**config.mk**
```make
export PLATFORM = sky130hd
export DESIGN_NAME = rtc_sec_counter
export DESIGN_NICKNAME = d
export VERILOG_FILES = /design/src/rtl/rtc_pkg.sv /design/src/rtl/rtc_ref_sync.sv /design/src/rtl/rtc_prescaler.sv /design/src/rtl/rtc_sec_core.sv /design/src/rtl/rtc_irq_ctrl.sv /design/src/rtl/rtc_sec_counter.sv
export SDC_FILE = /design/constraint.sdc
export NUM_CORES = 1
export LEC_CHECK = 0
export BUFFER_PORTS_ARGS = -buffer_cell sky130_fd_sc_hd__buf_2
export CORE_AREA = 8 8 110 112
export CTS_BUF_LIST = sky130_fd_sc_hd__clkbuf_4
export DETAILED_ROUTE_END_ITERATION = 10
export DIE_AREA = 0 0 118 120
export PLACE_DENSITY = 0.75
export SLEW_MARGIN = 20
export SYNTH_ARGS = -nofsm -noshare
export SYNTH_HDL_FRONTEND = slang
export SYNTH_SLANG_ARGS = --single-unit
```
**constraint.sdc**
```tcl
create_clock -name clk -period 6.3 [get_ports clk]
set_input_delay 0.315 -clock clk [delete_from_list [all_inputs] [get_ports clk]]
set_output_delay 0.315 -clock clk [all_outputs]
set_load 0.02 [all_outputs]
```
**src/rtl/rtc_pkg.sv**
```systemverilog
package rtc_pkg;
  localparam int RTC_W = 32;
  typedef logic [RTC_W-1:0] rtc_word_t;

  // Value after one seconds tick; all ones rolls to zero.
  function automatic rtc_word_t rtc_step(input rtc_word_t cur);
    return cur + rtc_word_t'(1);
  endfunction

  // True when the prescale counter sits on its final edge.
  function automatic logic rtc_last_edge(input int unsigned pc, input int unsigned limit);
    return (pc == limit - 1);
  endfunction
endpackage

```
**src/rtl/rtc_ref_sync.sv**
```systemverilog
module rtc_ref_sync #(
  parameter int STAGES = 2
) (
  input  logic clk,
  input  logic rst_n,
  input  logic async_in,
  output logic rise_o
);
  logic [STAGES:0] chain;

  genvar g;
  generate
    for (g = 0; g <= STAGES; g++) begin : g_stage
      if (g == 0) begin : g_first
        always_ff @(posedge clk or negedge rst_n)
          if (!rst_n) chain[0] <= 1'b0;
          else        chain[0] <= async_in;
      end else begin : g_next
        always_ff @(posedge clk or negedge rst_n)
          if (!rst_n) chain[g] <= 1'b0;
          else        chain[g] <= chain[g-1];
      end
    end
  endgenerate

  assign rise_o = chain[STAGES-1] & ~chain[STAGES];
endmodule

```
**src/rtl/rtc_prescaler.sv**
```systemverilog
module rtc_prescaler #(
  parameter int PRESCALE = 32768,
  localparam int PS_W = (PRESCALE > 1) ? $clog2(PRESCALE) : 1
) (
  input  logic clk,
  input  logic rst_n,
  input  logic run,
  input  logic rise,
  output logic tick
);
  import rtc_pkg::*;
  logic [PS_W-1:0] pc;
  logic            last;

  assign last = rtc_last_edge(int'(pc), PRESCALE);
  assign tick = run & rise & last;

  always_ff @(posedge clk or negedge rst_n) begin
    if (!rst_n)        pc <= '0;
    else if (!run)     pc <= '0;
    else if (rise) begin
      if (last) pc <= '0;
      else      pc <= pc + PS_W'(1);
    end
  end
endmodule

```
**src/rtl/rtc_sec_core.sv**
```systemverilog
module rtc_sec_core
  import rtc_pkg::*;
(
  input  logic      clk,
  input  logic      rst_n,
  input  logic      advance,
  input  logic      load_we,
  input  rtc_word_t load_val,
  input  logic      match_we,
  input  rtc_word_t match_val,
  output rtc_word_t count,
  output logic      hit
);
  rtc_word_t match_q;
  rtc_word_t nxt;

  assign nxt = rtc_step(count);
  assign hit = advance & ~load_we & (nxt == match_q);

  always_ff @(posedge clk or negedge rst_n) begin
    if (!rst_n)       count <= rtc_word_t'(1);
    else if (load_we) count <= load_val;
    else if (advance) count <= nxt;
  end

  always_ff @(posedge clk or negedge rst_n) begin
    if (!rst_n)        match_q <= '0;
    else if (match_we) match_q <= match_val;
  end
endmodule

```
**src/rtl/rtc_irq_ctrl.sv**
```systemverilog
module rtc_irq_ctrl (
  input  logic clk,
  input  logic rst_n,
  input  logic hit,
  input  logic clr,
  input  logic mask,
  output logic raw,
  output logic masked,
  output logic evt
);
  always_ff @(posedge clk or negedge rst_n) begin
    if (!rst_n)   raw <= 1'b0;
    else if (hit) raw <= 1'b1;
    else if (clr) raw <= 1'b0;
  end

  always_ff @(posedge clk or negedge rst_n) begin
    if (!rst_n) evt <= 1'b0;
    else        evt <= hit;
  end

  assign masked = raw & mask;
endmodule

```
**src/rtl/rtc_sec_counter.sv**
```systemverilog
module rtc_sec_counter #(
  parameter int PRESCALE    = 32768,
  parameter int SYNC_STAGES = 2
) (
  input  logic        clk,
  input  logic        rst_n,
  input  logic        ref_in,
  input  logic        enable,
  input  logic        stall_req,
  input  logic        load_we,
  input  logic [31:0] load_val,
  input  logic        match_we,
  input  logic [31:0] match_val,
  input  logic        int_mask,
  input  logic        int_clr,
  output logic [31:0] count,
  output logic        raw_flag,
  output logic        masked_flag,
  output logic        irq,
  output logic        match_evt
);
  logic ref_rise;
  logic tick;
  logic advance;
  logic hit;

  rtc_ref_sync #(.STAGES(SYNC_STAGES)) u_sync (
    .clk(clk), .rst_n(rst_n), .async_in(ref_in), .rise_o(ref_rise)
  );

  rtc_prescaler #(.PRESCALE(PRESCALE)) u_pre (
    .clk(clk), .rst_n(rst_n), .run(enable), .rise(ref_rise), .tick(tick)
  );

  // stall_req deliberately takes no part in the advance decision.
  assign advance = tick;

  rtc_sec_core u_core (
    .clk(clk), .rst_n(rst_n), .advance(advance),
    .load_we(load_we), .load_val(load_val),
    .match_we(match_we), .match_val(match_val),
    .count(count), .hit(hit)
  );

  rtc_irq_ctrl u_irq (
    .clk(clk), .rst_n(rst_n), .hit(hit), .clr(int_clr), .mask(int_mask),
    .raw(raw_flag), .masked(masked_flag), .evt(match_evt)
  );

  assign irq = masked_flag;
endmodule

```
Word-level counts from Yosys, hierarchy flattened
Index checks and enable logic that the tools add are counted.
- shifts and indexed selects: 0
- reduce and logical (&&, ||, !) cells: 2
- bitwise logic cells: 8
- equality and inequality tests: 3
- div/mod/pow operators: 0
- mux-type cells: 7
- $add $sub $neg: 2
- $mul: 0
- order comparisons: 0
- operator list (kind ; number):
    two-way mux 32 bit ; 2
    two-way mux 15 bit ; 3
    adder 32 x 1 -> 32 bit, second input constant ; 1
    == test 32 bit ; 1
    adder 15 x 1 -> 15 bit, second input constant ; 1
    == test 15 bit, second input constant ; 1
    bitwise AND 1 bit ; 6
    nonzero test 2 bit ; 2
    two-way mux 1 bit ; 2
    inequality test 2 x 1 -> 1 bit, second input constant ; 1
    inverter 1 bit ; 2
- memories kept: 0
- input bits: 73
- output and inout port bits: 36
- logic and storage cells: 30
- memory bits (read-only): 0
- flip-flop bits (word level): 84
- bits in writable memories: 0
- bits in latches: 0

Logic depth before layout (Yosys ltp)
- word-level depth: 7
- gate-level depth with buffers: 9
- depth with buffers taken out: 8

Cells and area by module
A second synthesis with hierarchy kept.
- cells, all modules: 528
- area, all modules: 5011.1 µm²
- by module, submodules not included (module ; cells each ; sequential area each (µm²) ; times used ; area each (µm²)):
    rtc_sec_core ; 422 ; 1602.8 ; 1 ; 3965.1
    rtc_prescaler ; 96 ; 375.4 ; 1 ; 882.1
    rtc_ref_sync ; 4 ; 75.1 ; 1 ; 88.8
    rtc_irq_ctrl ; 5 ; 50.0 ; 1 ; 67.6
    rtc_sec_counter ; 1 ; 0.0 ; 1 ; 7.5

Least setup slack after synthesis
No wires, ideal clock.
- path kind: reg2reg
- start point: reg u_core.count[0]
- end point: reg u_irq.raw
- path buffers: 1
- slack: 3.501 ns
- clock period less this slack: 2.799 ns
- cell stages (with the launch flop): 10
- data required time: 6.224 ns
- setup time: 0.076 ns
- data arrival time: 2.722 ns
- cell sequence: dfstp_2 ha_1 nand3_1 or2_1 buf_6 or4_4 nor3_2 mux2i_1 or4_1 o21ai_1
- longest elaborated chain between the ends: 4
- elaborated cells on any way between the ends: 5
- those cells by class: 1 x add/sub; 1 x eq/ne; 1 x mux; 1 x bitwise; 1 x reduce/logical
- ends and longest elaborated chain (element ; RTL line ; text):
    start, declared ; rtc_sec_core.sv:11 ; output rtc_word_t count,
    start signal, assigned ; rtc_sec_core.sv:21 ; if (!rst_n) count <= rtc_word_t'(1);
    start signal, assigned ; rtc_sec_core.sv:22 ; else if (load_we) count <= load_val;
    start signal, assigned ; rtc_sec_core.sv:23 ; else if (advance) count <= nxt;
    adder 32 x 1 -> 32 bit * ; rtc_pkg.sv:7 ; return cur + rtc_word_t'(1);
    == test 32 bit * ; rtc_sec_core.sv:18 ; assign hit = advance & ~load_we & (nxt == match_q);
    bitwise AND 1 bit * ; rtc_sec_core.sv:18 ;
    two-way mux 1 bit or nonzero test 2 bit (tied branches) ; -- ;
    end signal, assigned ; rtc_irq_ctrl.sv:12 ; if (!rst_n) raw <= 1'b0;
    end signal, assigned ; rtc_irq_ctrl.sv:13 ; else if (hit) raw <= 1'b1;
    end signal, assigned ; rtc_irq_ctrl.sv:14 ; else if (clr) raw <= 1'b0;
    end, declared ; rtc_irq_ctrl.sv:7 ; output logic raw,
Every way passes the cells marked *; elsewhere a longest branch is shown, timed or not.
A chain may end at the register's enable or synchronous reset.

Final worst setup path
- start point: reg u_core.count[0]
- end point: reg u_irq.evt
- longest elaborated chain between the ends: 3
- ends and longest elaborated chain (element ; RTL line ; text):
    adder 32 x 1 -> 32 bit ; rtc_pkg.sv:7 ;
    == test 32 bit ; rtc_sec_core.sv:18 ;
    bitwise AND 1 bit ; rtc_sec_core.sv:18 ;
    via hit ; rtc_sec_counter.sv:25 ; logic hit;
    end signal, assigned ; rtc_irq_ctrl.sv:19 ; else evt <= hit;
    end, declared ; rtc_irq_ctrl.sv:9 ; output logic evt
The timed path passes the listed nets, and every way through them passes these cells.

==> parameters.txt <==
Parameter                              Value

Outcome
  Run status    finished, final reports clean

Timing
  Share of the clock period used by the worst path after layout    52.94%
  Endpoints failing hold    0
  Worst relative slew slack    31.98%
  Final max-slew violation count    0
  Number of failing setup endpoints in the final timing report    0
  Maximum clock rate    299.9 MHz
  Setup repair after global routing missed its margin    no
  Clock Skew    0.01927 ns
  Measured slew at the worst slew-check pin    1.020 ns
  Crit path time final    3.335 ns
  Setup TNS    0 ns

Clocking
  Gates resized, CTS repair    0
  Clk Latency, worst-skew pair    0.47 ns
  Level count of the clock H-tree    3
  Post-CTS Hold Fix Bufs    1
  Root buffer selected by CTS    sky130_fd_sc_hd__clkbuf_4
  Buffers inserted during post-CTS setup optimization    0
  Buffer depth of the longest clock path    2
  Clock-pin slew reported for the worst setup and hold paths after clock tree synthesis    0.15 ns
  CTS buffer count    9
  Count of clock tree sinks    84
  CTS tree    done

Detailed routing
  DR DRC count    0
  Length of the first detailed-routing pass in iterations    7
  Final antenna-violating net count    0
  Initial DRC count    336
  Vias after detailed routing    4670
  Vias per std cell    5.765
  Routed wirelength normalized by instance count    18.36 µm
  Total routed wirelength    14870 µm

Synthesis
  Syn. warnings    0
  Netlist area before placement    5256 µm²
  Number of instances in the synthesized netlist    575
  Share of synthesized flip-flops with an asynchronous set or reset    100.0%
  Mean instance size in the synthesized netlist    9.141 µm²
  Number of flops mapped to enable cells by yosys    0
  Net count after synthesis    650
  Prevailing post-synth register cell    sky130_fd_sc_hd__dfrtp_1
  FF+latch count, synth    84
  Fraction of synthesized cell area taken by the top area cell type    39.51%
  Largest cells by area after synthesis    sky130_fd_sc_hd__dfrtp_1 (40%), sky130_fd_sc_hd__xnor2_1 (9.8%), sky130_fd_sc_hd__mux2_2 (6.9%)
  Distinct cells, synth    60
  Sequential share of the synthesized area    40.01%
  Biggest area consumer among synthesized cells    sky130_fd_sc_hd__dfrtp_1

Setup path
  Internal reg-to-reg setup slack    2.97 ns
  Nature of the critical path startpoint    register
  Reg-to-reg critical path startpoint    u_core.count[0]
  Worst reg-to-reg path cell count    8
  Peak fanout along the critical path    11
  RR Endpoint    u_irq.evt
  Arrival time of data at the critical path endpoint    3.75 ns
  Endpoint class of the critical path    register
  Critical setup path kind    register to register
  Worst path required time    6.72 ns

Floorplan
  Number of I/O pins    109
  Horizontal die dimension    118 µm
  Starting utilization of the core area    50.02%
  Core region area    10510 µm²
  Site Rows    38
  Die height    120 µm
  Floorplan die area    14160 µm²

Power and ir drop
  Comb power frac    23.0%
  Leak    2.350 nW
  Part of the power in the clock network    23.4%
  Power density over cell area    202.0 nW/µm²
  Sw Pwr    0.4178 mW
  Fraction of power spent switching nets    34.78%
  Sequential share of power    53.6%
  Peak supply drop    0.09558 mV
  Cell Int Power    0.7836 mW

GRT
  Antenna violations before repair    0
  Grt ovf    0
  Largest net degree at the start of global routing    85
  Overall Global Routing Usage    21.13%
  Via count of the first global-routing pass    4698
  Wire length of the first global-routing pass    24290 µm

Layout
  Area Overhead vs Synth    13.16%
  Final Cell Area    5948 µm²
  Number of nets in the layout    740
  Fraction of layout cells with a size suffix above 1    24.63%
  Antenna fix cells    0
  Finished Core Util    56.61%

Placement
  Cell Area, Placed    5814 µm²
  Quantity of I/O buffers inserted on ports    107
  HPWL reported at the end of detailed placement    11020 µm
  Routability congestion estimate from global placement    0.9167

Worst hold path
  Hold EP    u_core.count[6]
  Number of stages on the worst hold path    3
  Critical hold path startpoint    load_val[6]
  Type of the worst min-delay path    primary input to register

Run
  Number of maximum-capacitance violations    0
-- flip-flops by register name, summed over array words and instances (netlist names) --
register	count
u_core.match_q	32
u_core.count	32
u_irq.raw	1
u_irq.evt	1
u_sync.chain	3
u_pre.pc	15
-- power groups by stage --
stage / logic [mW] / clock network (mW) / registers, mW
global route: 0.306 / 0.305 / 0.651
CTS: 0.278 / 0.286 / 0.643
floorplan: 0.182 / 0 / 0.647
finish: 0.277 / 0.281 / 0.644
detailed placement: 0.276 / 0 / 0.653
global placement: 0.273 / 0 / 0.650
-- per-stage QoR --
stage	power (mW)	setup slack [ns]	cells	hold slack, ns
floorplan	0.8289	3.501	575	0.01941
global placement	0.9225	3.053	792	0.3468
detailed placement	0.9283	3.038	792	0.3410
CTS	1.206	2.996	809	0.01692
global route	1.262	2.801	810	0.03806
finish	1.201	2.965	810	0.03753
-- worst max-delay path, stage by stage, from the launching register on --
cell                      delay [ns]
sky130_fd_sc_hd__dfstp_2        0.63
sky130_fd_sc_hd__ha_1           0.23
sky130_fd_sc_hd__nand3_1        0.37
sky130_fd_sc_hd__or2_1          0.47
sky130_fd_sc_hd__or4_4          0.62
sky130_fd_sc_hd__xnor2_1        0.17
sky130_fd_sc_hd__or4_1          0.47
sky130_fd_sc_hd__nor3_1         0.15
sky130_fd_sc_hd__and3_1         0.17
-- cell families after synthesis --
family          synth area share (%)
buf+inv                        3.451
mux                            7.427
compound gates                 9.879
flops                          40.01
simple gates                   24.76
fa+ha+maj                     0.4760
xor+xnor                       14.00
-- layout make-up --
cell class              count  area [µm²]
well taps                 140       175.2
inverters                   5       18.77
clock inverters             7       42.54
multi-input cells         455        2972
fillers                   970        4559
repair buffers            110       569.3
clock buffers               9       67.56
flip-flops and latches     84        2103
-- worst max-delay path by stage --
stage	start	slack, ns	end	cells after the start
after floorplan	u_core.count[0]	3.50	u_irq.raw	9
after global placement	u_core.count[0]	3.05	u_irq.evt	8
after detailed placement	u_core.count[0]	3.04	u_irq.raw	8
after CTS	u_core.count[0]	3.00	u_irq.raw	8
after global routing	u_core.count[0]	2.80	u_irq.evt	8
final	u_core.count[0]	2.97	u_irq.evt	8
-- placed cells by master, fill, tap and decap left out, drive strengths merged, types with 8 or more instances in the layout --
master,count
nor2,32
nand4,18
nand3,23
nor3,23
dfrtp,83
nand2b,10
mux2,32
clkbuf,9
xnor2,59
nor4,18
and2,8
o21ai,50
buf,108
xor2,25
nand2,74
-- Yosys cell counts, types with 5 or more instances --
master and instances:
sky130_fd_sc_hd__or4_1 6, sky130_fd_sc_hd__and3_1 5, sky130_fd_sc_hd__o31ai_1 5, sky130_fd_sc_hd__nor3_1 22
sky130_fd_sc_hd__mux2_2 32, sky130_fd_sc_hd__inv_1 5, sky130_fd_sc_hd__dfrtp_1 83, sky130_fd_sc_hd__a21oi_1 7
sky130_fd_sc_hd__o21ai_0 49, sky130_fd_sc_hd__nand2_1 74, sky130_fd_sc_hd__nor2_1 32, sky130_fd_sc_hd__nand4_1 17
sky130_fd_sc_hd__nand3_1 23, sky130_fd_sc_hd__and4_1 6, sky130_fd_sc_hd__nand2b_1 10, sky130_fd_sc_hd__nor4_1 18
sky130_fd_sc_hd__xnor2_1 59, sky130_fd_sc_hd__xor2_1 25, sky130_fd_sc_hd__clkbuf_1 20, sky130_fd_sc_hd__and2_1 8
sky130_fd_sc_hd__or3_1 6, sky130_fd_sc_hd__nor2b_1 7
-- metal layers --
layer	global-route usage [%]	up-vias	wire [µm]
met5	0	-	0
met4	7.126	0	242
met3	4.650	20	1035
met2	34.58	170	6957
met1	27.24	2248	6636
li1	-	2232	-
No activity file was read; power rests on OpenSTA's default activity.
